--- src/rtl/rtc_ticker_pkg.sv ---
package rtc_ticker_pkg;
  typedef struct packed {
    logic advance;   // apply one tick: refresh step and accumulate
    logic capture;   // read completed: latch memRdata + 1
  } dpStrobes_t;

  typedef enum logic [1:0] {
    RMW_IDLE  = 2'd0,
    RMW_READ  = 2'd1,
    RMW_WRITE = 2'd2
  } rmwState_t;
endpackage

--- src/rtl/rtc_ticker_ctrl.sv ---
module rtc_ticker_ctrl
  import rtc_ticker_pkg::*;
#(
  parameter int PEND_W = 4
) (
  input  logic       clk,
  input  logic       rstN,
  input  logic       tick,
  input  logic       carryOut,
  input  logic       memReady,
  output dpStrobes_t strobes,
  output logic       memReq,
  output logic       memWe
);
  localparam logic [PEND_W-1:0] PEND_MAX = {PEND_W{1'b1}};

  rmwState_t         state, stateNext;
  logic [PEND_W-1:0] pendCnt;
  logic              startRmw;
  logic              addPend;

  assign startRmw = (state == RMW_IDLE) && (pendCnt != '0);
  assign addPend  = carryOut && (pendCnt != PEND_MAX);

  always_comb begin
    stateNext = state;
    unique case (state)
      RMW_IDLE:  if (startRmw) stateNext = RMW_READ;
      RMW_READ:  if (memReady) stateNext = RMW_WRITE;
      RMW_WRITE: if (memReady) stateNext = RMW_IDLE;
      default:   stateNext = RMW_IDLE;
    endcase
  end

  always_ff @(posedge clk) begin
    if (!rstN) begin
      state   <= RMW_IDLE;
      pendCnt <= '0;
    end else begin
      state   <= stateNext;
      pendCnt <= pendCnt + PEND_W'(addPend) - PEND_W'(startRmw);
    end
  end

  assign memReq          = (state != RMW_IDLE);
  assign memWe           = (state == RMW_WRITE);
  assign strobes.advance = tick;
  assign strobes.capture = (state == RMW_READ) && memReady;

  // an unaccepted request stays up with the same direction
  a_r6_hold_request: assert property (@(posedge clk) disable iff (!rstN)
    memReq && !memReady |=> memReq && (memWe == $past(memWe)));

  // a write phase is entered only after a completed read
  a_r5_write_after_read: assert property (@(posedge clk) disable iff (!rstN)
    $rose(memWe) |-> $past(memReq && memReady));

  // a carry seen while idle with an empty queue leads to a request
  a_r5_carry_starts_rmw: assert property (@(posedge clk) disable iff (!rstN)
    carryOut && !memReq && (pendCnt == '0) |=> ##1 memReq);
endmodule

--- src/rtl/rtc_ticker_datapath.sv ---
module rtc_ticker_datapath
  import rtc_ticker_pkg::*;
#(
  parameter int WORD_W   = 16,
  parameter int ROW_W    = 16,
  parameter int ROW_STEP = 16
) (
  input  logic              clk,
  input  logic              rstN,
  input  dpStrobes_t        strobes,
  input  logic [WORD_W-1:0] constHi,
  input  logic [WORD_W-1:0] constLo,
  input  logic [WORD_W-1:0] memRdata,
  output logic              carryOut,
  output logic              refreshReq,
  output logic [ROW_W-1:0]  refreshRow,
  output logic [WORD_W-1:0] clkLoWord,
  output logic [WORD_W-1:0] clkHiWord,
  output logic [WORD_W-1:0] memWdata
);
  localparam logic [ROW_W-1:0] STEP = ROW_W'(ROW_STEP);

  logic [ROW_W-1:0]  rowPtr;
  logic [WORD_W-1:0] sumLo, sumHi;
  logic              carryLo, carryHi;

  assign {carryLo, sumLo} = {1'b0, clkLoWord} + {1'b0, constLo};
  assign {carryHi, sumHi} = {1'b0, clkHiWord} + {1'b0, constHi} + {{WORD_W{1'b0}}, carryLo};
  assign carryOut = strobes.advance && carryHi;

  always_ff @(posedge clk) begin
    if (!rstN) begin
      rowPtr     <= '0;
      refreshRow <= '0;
      refreshReq <= 1'b0;
      clkLoWord  <= '0;
      clkHiWord  <= '0;
      memWdata   <= '0;
    end else begin
      refreshReq <= strobes.advance;
      if (strobes.advance) begin
        refreshRow <= rowPtr;
        rowPtr     <= rowPtr + STEP;
        clkLoWord  <= sumLo;
        clkHiWord  <= sumHi;
      end
      if (strobes.capture) memWdata <= memRdata + 1'b1;
    end
  end

  // the pointer moves by one step per tick and only on ticks
  a_r2_row_step: assert property (@(posedge clk) disable iff (!rstN)
    strobes.advance |=> rowPtr == $past(rowPtr) + STEP);
  // a refresh request always follows a tick
  a_r2_req_after_tick: assert property (@(posedge clk) disable iff (!rstN)
    refreshReq |-> $past(strobes.advance));
  // without a tick the clock words and row hold
  a_r8_hold_idle: assert property (@(posedge clk) disable iff (!rstN)
    !strobes.advance |=> $stable(clkLoWord) && $stable(clkHiWord) && $stable(rowPtr));
  // zero constant leaves the accumulator untouched
  a_r9_zero_const: assert property (@(posedge clk) disable iff (!rstN)
    strobes.advance && constHi == '0 && constLo == '0 |=> $stable(clkLoWord) && $stable(clkHiWord));
endmodule

--- src/rtl/rtc_refresh_ticker.sv ---
module rtc_refresh_ticker
  import rtc_ticker_pkg::*;
#(
  parameter int WORD_W   = 16,
  parameter int ROW_W    = 16,
  parameter int ROW_STEP = 16,
  parameter int PEND_W   = 4
) (
  input  logic              clk,
  input  logic              rstN,
  input  logic              tick,
  input  logic [WORD_W-1:0] constHi,
  input  logic [WORD_W-1:0] constLo,
  input  logic              memReady,
  input  logic [WORD_W-1:0] memRdata,
  output logic              refreshReq,
  output logic [ROW_W-1:0]  refreshRow,
  output logic [WORD_W-1:0] clkLoWord,
  output logic [WORD_W-1:0] clkHiWord,
  output logic              memReq,
  output logic              memWe,
  output logic [WORD_W-1:0] memWdata
);
  dpStrobes_t strobes;
  logic       carryOut;

  rtc_ticker_ctrl #(.PEND_W(PEND_W)) u_ctrl (
    .clk      (clk),
    .rstN     (rstN),
    .tick     (tick),
    .carryOut (carryOut),
    .memReady (memReady),
    .strobes  (strobes),
    .memReq   (memReq),
    .memWe    (memWe)
  );

  rtc_ticker_datapath #(
    .WORD_W  (WORD_W),
    .ROW_W   (ROW_W),
    .ROW_STEP(ROW_STEP)
  ) u_dp (
    .clk       (clk),
    .rstN      (rstN),
    .strobes   (strobes),
    .constHi   (constHi),
    .constLo   (constLo),
    .memRdata  (memRdata),
    .carryOut  (carryOut),
    .refreshReq(refreshReq),
    .refreshRow(refreshRow),
    .clkLoWord (clkLoWord),
    .clkHiWord (clkHiWord),
    .memWdata  (memWdata)
  );
endmodule

--- config.mk ---
export PLATFORM = sky130hd
export DESIGN_NAME = rtc_refresh_ticker
export DESIGN_NICKNAME = d
export VERILOG_FILES = /design/src/rtl/rtc_ticker_pkg.sv /design/src/rtl/rtc_ticker_ctrl.sv /design/src/rtl/rtc_ticker_datapath.sv /design/src/rtl/rtc_refresh_ticker.sv
export SDC_FILE = /design/constraint.sdc
export NUM_CORES = 1
export LEC_CHECK = 0
export BUFFER_PORTS_ARGS = -buffer_cell sky130_fd_sc_hd__buf_2
export CAP_MARGIN = 5
export CORE_ASPECT_RATIO = 0.5
export CORE_MARGIN = 2
export CORE_UTILIZATION = 55
export CTS_BUF_LIST = sky130_fd_sc_hd__clkbuf_4 sky130_fd_sc_hd__clkbuf_8
export CTS_CLUSTER_DIAMETER = 200
export DETAILED_ROUTE_END_ITERATION = 6
export HOLD_SLACK_MARGIN = 0.1
export PLACE_DENSITY_LB_ADDON = 0.12
export SYNTH_ARGS = -nofsm -noshare
export SYNTH_HDL_FRONTEND = slang
export SYNTH_SLANG_ARGS = --single-unit
--- constraint.sdc ---
create_clock -name clk -period 7.3 [get_ports clk]
set_clock_uncertainty 0.1 [all_clocks]
set_input_delay 1.095 -clock clk [delete_from_list [all_inputs] [get_ports clk]]
set_output_delay 1.095 -clock clk [all_outputs]
set_load 0.02 [all_outputs]
==> impl_metrics.tcl, run 1 <==
set metrics [dict create \
    initial_core_util_pct 56.71 \
    grt_pass1_vias 3687 \
    die_y_um 68.34 \
    yosys.area_share.simple_pct 17.59 \
    layout-drive-gt1-share_pct 22.57 \
    grt_max_degree 66 \
    startpoint "constLo[0]" \
    num_vias 4005 \
    hold_ws_ps 386.1 \
    die_w_um 132.7 \
    critPathBufInv 2 \
    tns_ps 0 \
    path_cells "buf_2 -> ha_1 -> fa_1 -> a21o_2 -> nand3_2 -> a31o_1 -> o311a_4 -> o21ai_2 -> a21o_2 -> a21oi_1 -> fa_1 -> fa_1 -> nand2b_1 -> a21o_1 -> a21oi_1 -> a41oi_1 -> o21ai_1 -> a2111oi_0 -> a311oi_1 -> ha_1 -> inv_1 -> fa_1 -> xor2_1 -> nor2_1" \
    postCtsSetupRepairBufs 0 \
    place.gp.congestion 0.8308 \
    synth_top_cell_by_area "dfxtp_1" \
    insertion_delay_ps 360 \
    period_needed_ps 5807 \
    cp.arrival_ps 5940 \
    dieArea_um2 9066 \
    fin_crit_sh_pct 79.55 \
    synthXorXnorAreaFrac_pct 8.272 \
    crit_top_cell "fa_1" \
    worst_pin_slew_ps 1157 \
    r2r_slack_ps 1930 \
    postCtsHoldBufs 0 \
    cts_buffers 9 \
    fmax_mhz 172.2 \
    via_per_inst 5.340 \
    wl_mm 10.04 \
    worstPathRequired_ps 7440 \
    fin_total_pwr_mw 1.415 \
    avgRoutedWirePerCell_um 13.38 \
    synth_top_family_by_area "simple AND/OR/NAND/NOR gates" \
    overflow 0 \
    critPathMaxFanout 4 \
    slew_headroom_pct 22.81 \
    final_hold_viol_count 0 \
    end_kind "register" \
    max-cap-violations 0 \
    clock_path_buffers 2 \
    netlist_area_um2 4553 \
    r2r_start "u_dp.clkLoWord[0]$_SDFFE_PN0P_" \
    ir_worst_vdd_mv 0.1087 \
    final_nets 728 \
    start_kind "primary input" \
    synth-edff-count 0 \
    antenna_found_initial 0 \
    yosysMostFrequentCell "nor2_1" \
    drt_iter0_markers 277 \
    maxSlewViolCount 0 \
    dp_hpwl_mm 7.280 \
    crit_family "compound AO/OA/AOI/OAI gates" \
    post-place-cells 734 \
    total_leakage_power_nw 2.527 \
    ys_types 54 \
    crit_cells 24 \
    portBuffers 114 \
    antenna_cells 0 \
    grt_usage_pct 23.13 \
    powerDensity_nw_per_um2 262.3 \
    r2r_cells 23 \
    async_flop_share_pct 0 \
    hold_path.class "register to register" \
    drc 0 \
    root_buffer "clkbuf_8" \
    ys_ff_latch 79 \
    post_cts_resized 0 \
    synth_fa_ha_area_share_pct 12.48 \
    synth_top_area_share_pct 34.73 \
    grt_pass1_wl_mm 16.57 \
    htree_levels 3 \
    crit_path_top_delay_cell "fa_1" \
    crit_end "u_ctrl.pendCnt[2]$_SDFF_PN0_" \
    outcome "complete, no violations" \
    setup_violations 0 \
    yosys_warnings 0 \
    rsz0062_at_grt "false" \
    core_um2 8029 \
    synthMuxAreaShare_pct 5.276 \
    row_count 23 \
    antenna_left 0 \
    first_pass_iters 5 \
    syn_area_per_cell_um2 8.673 \
    yosysSeqAreaShare_pct 34.73 \
    final_cells 750 \
    synth_compound_area_share_pct 17.50 \
    synthTopCellsByArea "dfxtp_1 35%, ha_1 11%, nor2_1 6.6%, mux2i_1 5.3%, xnor2_1 4.6%" \
    io_pins 119 \
    path_clk_slew_ps 90 \
    r2r-end "u_ctrl.pendCnt[2]$_SDFF_PN0_" \
    ys_top_cells_by_count "80 x nor2_1, 79 x dfxtp_1, 39 x ha_1" \
    syn2layout_area_growth_pct 18.47 \
    synth_cells 525 \
    synth-main-ff-cell "dfxtp_1" \
    crit_type "primary input to register" \
    cts_tree "done" \
    slowest_delay_ps 410 \
    clkSinkCount 79 \
]
[sequential cells by signal, indices dropped and copies added (netlist names)]
name             flops
u_dp.refreshRow     12
u_dp.clkHiWord      16
u_dp.rowPtr         12
u_dp.refreshReq      1
u_ctrl.state         2
u_dp.memWdata       16
u_ctrl.pendCnt       4
u_dp.clkLoWord      16
[layer usage]
metal / track usage [%] / vias to the layer above / share of wire (%)
met5: 0 / - / 0
met4: 7.796 / 0 / 1.6
met3: 8.222 / 17 / 7.1
met2: 38.41 / 127 / 43
met1: 28.57 / 1796 / 48
li1: - / 2065 / -
[power breakdown]
part	internal, mW	total, mW	switching [mW]
Combinational	0.226	0.545	0.319
Sequential	0.493	0.534	0.0411
Clock	0.161	0.336	0.175
Total	0.880	1.42	0.535
[area by class of cell]
| class | count | area, um^2 |
|---|---|---|
| multi-input cells | 404 | 2800 |
| fillers | 680 | 2635 |
| flip-flops and latches | 79 | 1582 |
| repair buffers | 116 | 585.6 |
| well taps | 112 | 140.1 |
| clock buffers | 9 | 123.9 |
| inverters | 23 | 86.33 |
| clock inverters | 7 | 76.32 |
[tightest hold or removal path, cell delays in order, from the launching register on]
cell and delay (ps):
dfxtp_1 330, nand2_1 50, o21ai_0 60
[stage by stage]
stage                     area (um^2)  setup WS, ps  util [%]
after detailed placement         5194          1154     64.69
after global routing             5394          1144     67.18
final                            5394          1493     67.18
after floorplan                  4564          1704         -
after global placement           5194          1318     64.69
after CTS                        5394          1523     67.18
[logic make-up (layout without fill, tap and decap cells)]
| group | Yosys count | in the layout |
|---|---|---|
| adders and majority gates | 43 | 43 |
| and+or+nand+nor | 175 | 175 |
| buffers and inverters | 45 | 155 |
| muxes | 24 | 24 |
| DFF | 79 | 79 |
| AOI/OAI and AO/OA | 115 | 115 |
| other | 1 | 4 |
| xor gates and xnor gates | 43 | 43 |
[worst min path at each step]
stage	start	to	slack, ps	depth (start not counted)
2_1_floorplan	u_dp.rowPtr[15]$_SDFFE_PN0P_	u_dp.rowPtr[15]$_SDFFE_PN0P_	380	2
3_3_place_gp	u_dp.clkHiWord[14]$_SDFFE_PN0P_	u_dp.clkHiWord[14]$_SDFFE_PN0P_	370	2
3_5_place_dp	u_dp.refreshRow[12]$_SDFFE_PN0P_	u_dp.refreshRow[12]$_SDFFE_PN0P_	380	2
4_1_cts	u_dp.clkLoWord[9]$_SDFFE_PN0P_	u_dp.clkLoWord[9]$_SDFFE_PN0P_	390	2
5_1_grt	u_dp.clkLoWord[9]$_SDFFE_PN0P_	u_dp.clkLoWord[9]$_SDFFE_PN0P_	420	2
6_report	u_dp.clkLoWord[9]$_SDFFE_PN0P_	u_dp.clkLoWord[9]$_SDFFE_PN0P_	390	2
[placed cells by master (no fill, tap or decap), types with 21 or more instances in the layout]
master,n
a21oi_1,26
buf_2,114
dfxtp_1,79
ha_1,39
inv_1,21
mux2i_1,24
nand2_1,29
nand3_1,22
nor2_1,79
xnor2_1,24
No activity file was read; power rests on OpenSTA's default activity.
==> inputs of run 2 (changes only) <==
Settings changed: CORE_UTILIZATION 55 to 50.
Clock period 7.3 ns to 5.1 ns, I/O delays scaled along.
==> run 2 against run 1 <==
Effect of this change:
- via count increased by 1.6%
- sequential cell count unchanged
- hold slack got worse by 5.4 ps
- non-clock buffer count increased by 23
- wire length increased by 2.1%
- die area increased by 9.5%
- total power increased by 48%
- critical path depth decreased by 1
- largest power group unchanged
==> impl_metrics.tcl, run 2 (synthesized netlist as in run 1, its figures left out) <==
set metrics [dict create \
    num_vias 4068 \
    grt_usage_pct 20.78 \
    post-place-cells 760 \
    startpoint "constLo[0]" \
    cts_tree "done" \
    combPwrFrac_pct 40.5 \
    worst_pin_slew_ps 1139 \
    fin_total_pwr_mw 2.089 \
    antenna_left 0 \
    overflow 0 \
    max-cap-violations 0 \
    crit_type "primary input to register" \
    n_fill_cell 787 \
    path_clk_slew_ps 80 \
    final_cell_mix "114 x buf_2, 79 x nor2_1, 79 x dfxtp_1" \
    p_sw_share_pct 37.23 \
    final_cells 778 \
    power_frac_seq_pct 36.8 \
    antenna_cells 0 \
    clock_path_buffers 2 \
    dp_hpwl_mm 7.606 \
    grt_pass1_vias 3685 \
    syn2layout_area_growth_pct 24.84 \
    total_leakage_power_nw 2.654 \
    place.gp.congestion 0.9251 \
    grt_max_degree 65 \
    avgRoutedWirePerCell_um 13.17 \
    wl_mm 10.24 \
    outcome "complete, no violations" \
    grt_pass1_wl_mm 16.93 \
    insertion_delay_ps 360 \
    slew_headroom_pct 23.96 \
    antenna_found_initial 0 \
    ir_worst_vdd_mv 0.1985 \
    setup_violations 0 \
    power.internal_mw 1.311 \
    period_needed_ps 4952 \
    drt-met1-wl_mm 5.060 \
    htree_levels 3 \
    utilization_pct 64.83 \
    initial_core_util_pct 51.93 \
    dp_slack_ps -336.1 \
    final_nets 751 \
    cp.arrival_ps 5080 \
    multi_input_area_um2 2912 \
    hold_ws_ps 380.7 \
    core_um2 8768 \
    hold_start "u_dp.clkLoWord[13]$_SDFFE_PN0P_" \
    hold_path.class "register to register" \
    layout-drive-gt1-share_pct 27.69 \
    highest_layer "met4" \
    row_count 24 \
    end_kind "register" \
    critPathMaxFanout 3 \
    fin_ws_ps 147.7 \
    drt_iter0_markers 237 \
    final_hold_viol_count 0 \
    die_y_um 71.48 \
    dieArea_um2 9932 \
    worstPathRequired_ps 5230 \
    final_common_cell "buf_2" \
    regArea_um2 1582 \
    powerDensity_nw_per_um2 367.4 \
    fin_crit_sh_pct 97.10 \
    r2r_start "u_dp.clkLoWord[0]$_SDFFE_PN0P_" \
    netSwitchingPower_mw 0.7775 \
    root_buffer "clkbuf_8" \
    die_w_um 139.0 \
    first_pass_iters 4 \
    pwr-share-clk_pct 22.7 \
    portBuffers 114 \
    start_kind "primary input" \
    maxSlewViolCount 0 \
    fmax_mhz 201.9 \
    io_pins 119 \
    rsz0062_at_grt "false" \
    drc 0 \
    cts_buffers 9 \
    top_regs "u_dp.clkHiWord: 16 flops, u_dp.clkLoWord: 16 flops, u_dp.memWdata: 16 flops" \
    dr_wl_met2_mm 4.264 \
    via_per_inst 5.229 \
    clkSinkCount 79 \
    met3WireLength_um 875 \
]
run 2: changes by cell type in the layout (fill, tap and decap cells not counted), moves of 3 or more:
| cell | before | now |
|---|---|---|
| buf_4 | 2 | 25 |
| ha_1 | 39 | 36 |
| fa_1 | 4 | 0 |
| fa_2 | 0 | 4 |
run 2: power by group through the flow:
stage,registers [mW],logic (mW),clock network [mW]
global placement,0.779,0.812,0
floorplan,0.856,0.507,0
global route,0.781,0.942,0.520
detailed placement,0.782,0.823,0
CTS,0.768,0.830,0.493
finish,0.769,0.845,0.474
run 2: area by class of cell:
class | instances | share of cell area [%]
well taps | 117 | 2.575
repair buffers | 139 | 13.34
clock inverters | 6 | 1.211
clock buffers | 10 | 2.311
inverters | 23 | 1.519
multi-input cells | 404 | 51.22
flip-flops and latches | 79 | 27.82
run 2: per-stage QoR:
stage,setup TNS [ps],instance area (um^2)
floorplan,-1.211,4624
detailed placement,-739.3,5418
finish,0,5684
global placement,-459.0,5418
global route,0,5684
CTS,0,5618
run 2: layer usage:
| layer | GRT usage (%) | up-vias |
|---|---|---|
| met4 | 4.377 | 0 |
| met5 | 0 | - |
| li1 | - | 2116 |
| met3 | 8.289 | 6 |
| met2 | 31.42 | 112 |
| met1 | 28.38 | 1834 |
run 2: worst paths after layout:
kind,end,slack [ps],cells past startpoint
worst max-delay path,u_ctrl.pendCnt[1]$_SDFF_PN0_,150,23
worst min register to register,u_dp.clkLoWord[13]$_SDFFE_PN0P_,380,2
worst min-delay path,u_dp.clkLoWord[13]$_SDFFE_PN0P_,380,2
worst max register to register,u_ctrl.pendCnt[1]$_SDFF_PN0_,250,22
run 2: timing repair:
action | 4_1_cts | 5_1_grt
gates resized for setup | 0 | 8
setup endpoints to repair | 0 | 2
hold buffers | 0 | 0
setup buffers | 0 | 2
run 2: critical path, cell delays in order:
cell and delay [ps]:
buf_2 100, ha_4 140, fa_2 210, a21o_4 130, nand3_2 90, a31o_4 250, o311a_4 320, o21ai_4 170
a21o_2 140, a21oi_2 50, fa_2 350, fa_2 350, nand2b_4 140, a21o_1 190, a21oi_2 160, a41oi_2 160
o21ai_2 230, a2111oi_4 100, a311oi_2 210, ha_2 240, inv_2 40, fa_2 510, nor2_1 40
==> inputs of run 3 (changes only) <==
Settings changed: CORE_UTILIZATION 50 to 55.
Clock period 5.1 ns to 5.3 ns, I/O delays scaled along.
==> run 3 against run 2 <==
Effect of this change:
- non-clock buffer count fell by 3
- clock power is 9.3% lower
- global-route usage is 2.0 points higher
- total power fell by 5.4%
- critical path depth did not move
- sequential cell count unchanged
- register-to-register slack better by 70 ps
- worst setup slack improved by 41 ps
- via count about the same
- count of clock-buffer cells in the layout shrank 1
==> impl_metrics.tcl, run 3 (synthesized netlist as in run 1, its figures left out) <==
set metrics [dict create \
    cts_buffers 9 \
    grt_pass1_wl_mm 16.40 \
    start_kind "primary input" \
    netSwitchingPower_mw 0.7652 \
    io_pins 119 \
    power_frac_seq_pct 37.4 \
    path_clk_slew_ps 80 \
    startpoint "constLo[0]" \
    row_count 23 \
    critPathMaxFanout 3 \
    via_per_inst 5.282 \
    dp_hpwl_mm 7.548 \
    drt_iter0_markers 163 \
    dpl_cell_area_um2 5314 \
    max-cap-violations 0 \
    die_w_um 132.7 \
    overflow 0 \
    antenna_found_initial 0 \
    clock_path_buffers 2 \
    final_cell_mix "114 x buf_2, 79 x nor2_1, 79 x dfxtp_1" \
    core_um2 8029 \
    grt_usage_pct 22.82 \
    insertion_delay_ps 370 \
    powerDensity_nw_per_um2 351.4 \
    num_vias 4067 \
    clkSinkCount 79 \
    rsz0062_at_grt "false" \
    worstPathRequired_ps 5440 \
    initial_core_util_pct 56.71 \
    worst_pin_slew_ps 1119 \
    root_buffer "clkbuf_8" \
    avgRoutedWirePerCell_um 13.38 \
    pwr-share-clk_pct 21.8 \
    fin_total_pwr_mw 1.976 \
    portBuffers 114 \
    total_leakage_power_nw 2.629 \
    r2r_cells 22 \
    final_nets 748 \
    power.internal_mw 1.211 \
    cts_tree "done" \
    combPwrFrac_pct 40.8 \
    cp.arrival_ps 5250 \
    crit_end "u_ctrl.pendCnt[1]$_SDFF_PN0_" \
    fmax_mhz 195.6 \
    post-place-cells 750 \
    antenna_cells 0 \
    regArea_um2 1582 \
    p_sw_share_pct 38.72 \
    drc 0 \
    layout-drive-gt1-share_pct 27.05 \
    tns_ps 0 \
    dieArea_um2 9066 \
    slew_headroom_pct 25.30 \
    finalInstanceArea_um2 5623 \
    fin_crit_sh_pct 96.44 \
    hold_path.class "register to register" \
    utilization_pct 70.03 \
    r2r_start "u_dp.clkLoWord[0]$_SDFFE_PN0P_" \
    crit_type "primary input to register" \
    period_needed_ps 5111 \
    final_hold_viol_count 0 \
    first_pass_iters 4 \
    syn2layout_area_growth_pct 23.50 \
    die_y_um 68.34 \
    n_fill_cell 672 \
    ir_worst_vdd_mv 0.1784 \
    final_common_cell "buf_2" \
    grt_max_degree 41 \
    antenna_left 0 \
    multi_input_area_um2 2892 \
    place.gp.congestion 0.8804 \
    outcome "complete, no violations" \
    end_kind "register" \
    htree_levels 3 \
    r2r-end "u_ctrl.pendCnt[1]$_SDFF_PN0_" \
    maxSlewViolCount 0 \
    r2r_slack_ps 320 \
    setup_violations 0 \
    top_regs "u_dp.clkHiWord: 16 flops, u_dp.clkLoWord: 16 flops, u_dp.memWdata: 16 flops" \
    grt_pass1_vias 3638 \
    final_cells 770 \
    wl_mm 10.30 \
]
==> run 3: critical path, stage by stage <==
cell and delay (ps):
buf_2 100, ha_4 140, fa_2 210, a21o_4 120
nand3_2 90, a31o_4 250, o311a_4 360, o21ai_2 130
a21o_2 140, a21oi_2 60, fa_2 390, fa_2 380
nand2b_4 140, a21o_1 190, a21oi_2 170, a41oi_2 150
o21ai_2 230, a2111oi_4 110, a311oi_2 230, ha_2 250
inv_1 60, fa_2 510, nor2_1 40
==> run 3: cell type report <==
class                   instances  share of cell area (%)
well taps                     112                   2.492
clock buffers                   9                   2.203
inverters                      23                   1.535
repair buffers                136                   13.08
multi-input cells             404                   51.42
flip-flops and latches         79                   28.13
clock inverters                 7                   1.135
==> run 3: per-layer routing <==
layer	track usage (%)	routed length (um)	vias up	part of all wire [%]
met2	38.15	4472	115	43
met4	7.124	143	0	1.4
met1	28.31	4987	1821	48
met5	0	0	-	0
li1	-	-	2114	-
met3	7.926	700	17	6.8
==> run 3: what timing repair did <==
action	4_1_cts	5_1_grt
hold buffers	0	0
buffers inserted	2	2
gates resized for setup	4	14
setup endpoints to repair	3	3
pin swaps	4	14
==> run 3: power by group through the flow <==
stage / registers [mW] / clock network (mW) / logic (mW)
global route: 0.752 / 0.467 / 0.904
global placement: 0.749 / 0 / 0.756
finish: 0.740 / 0.430 / 0.806
CTS: 0.738 / 0.445 / 0.787
detailed placement: 0.751 / 0 / 0.768
floorplan: 0.822 / 0 / 0.476
==> run 3: per-stage QoR <==
step	hold WS [ps]	setup slack, ps
after floorplan	378.8	3.599
after global placement	367.9	-202.3
after detailed placement	372.0	-412.6
after CTS	385.1	3.053
after global routing	415.8	22.40
final	387.5	188.6
==> run 3: worst min path at each step <==
stage | cells past startpoint | to | start | slack, ps
floorplan | 2 | u_dp.rowPtr[15]$_SDFFE_PN0P_ | u_dp.rowPtr[15]$_SDFFE_PN0P_ | 380
detailed placement | 2 | u_dp.clkLoWord[13]$_SDFFE_PN0P_ | u_dp.clkLoWord[13]$_SDFFE_PN0P_ | 370
CTS | 2 | u_dp.clkLoWord[13]$_SDFFE_PN0P_ | u_dp.clkLoWord[13]$_SDFFE_PN0P_ | 390
global placement | 2 | u_dp.clkLoWord[13]$_SDFFE_PN0P_ | u_dp.clkLoWord[13]$_SDFFE_PN0P_ | 370
finish | 2 | u_dp.clkLoWord[13]$_SDFFE_PN0P_ | u_dp.clkLoWord[13]$_SDFFE_PN0P_ | 390
global route | 2 | u_dp.clkHiWord[4]$_SDFFE_PN0P_ | u_dp.clkHiWord[4]$_SDFFE_PN0P_ | 420
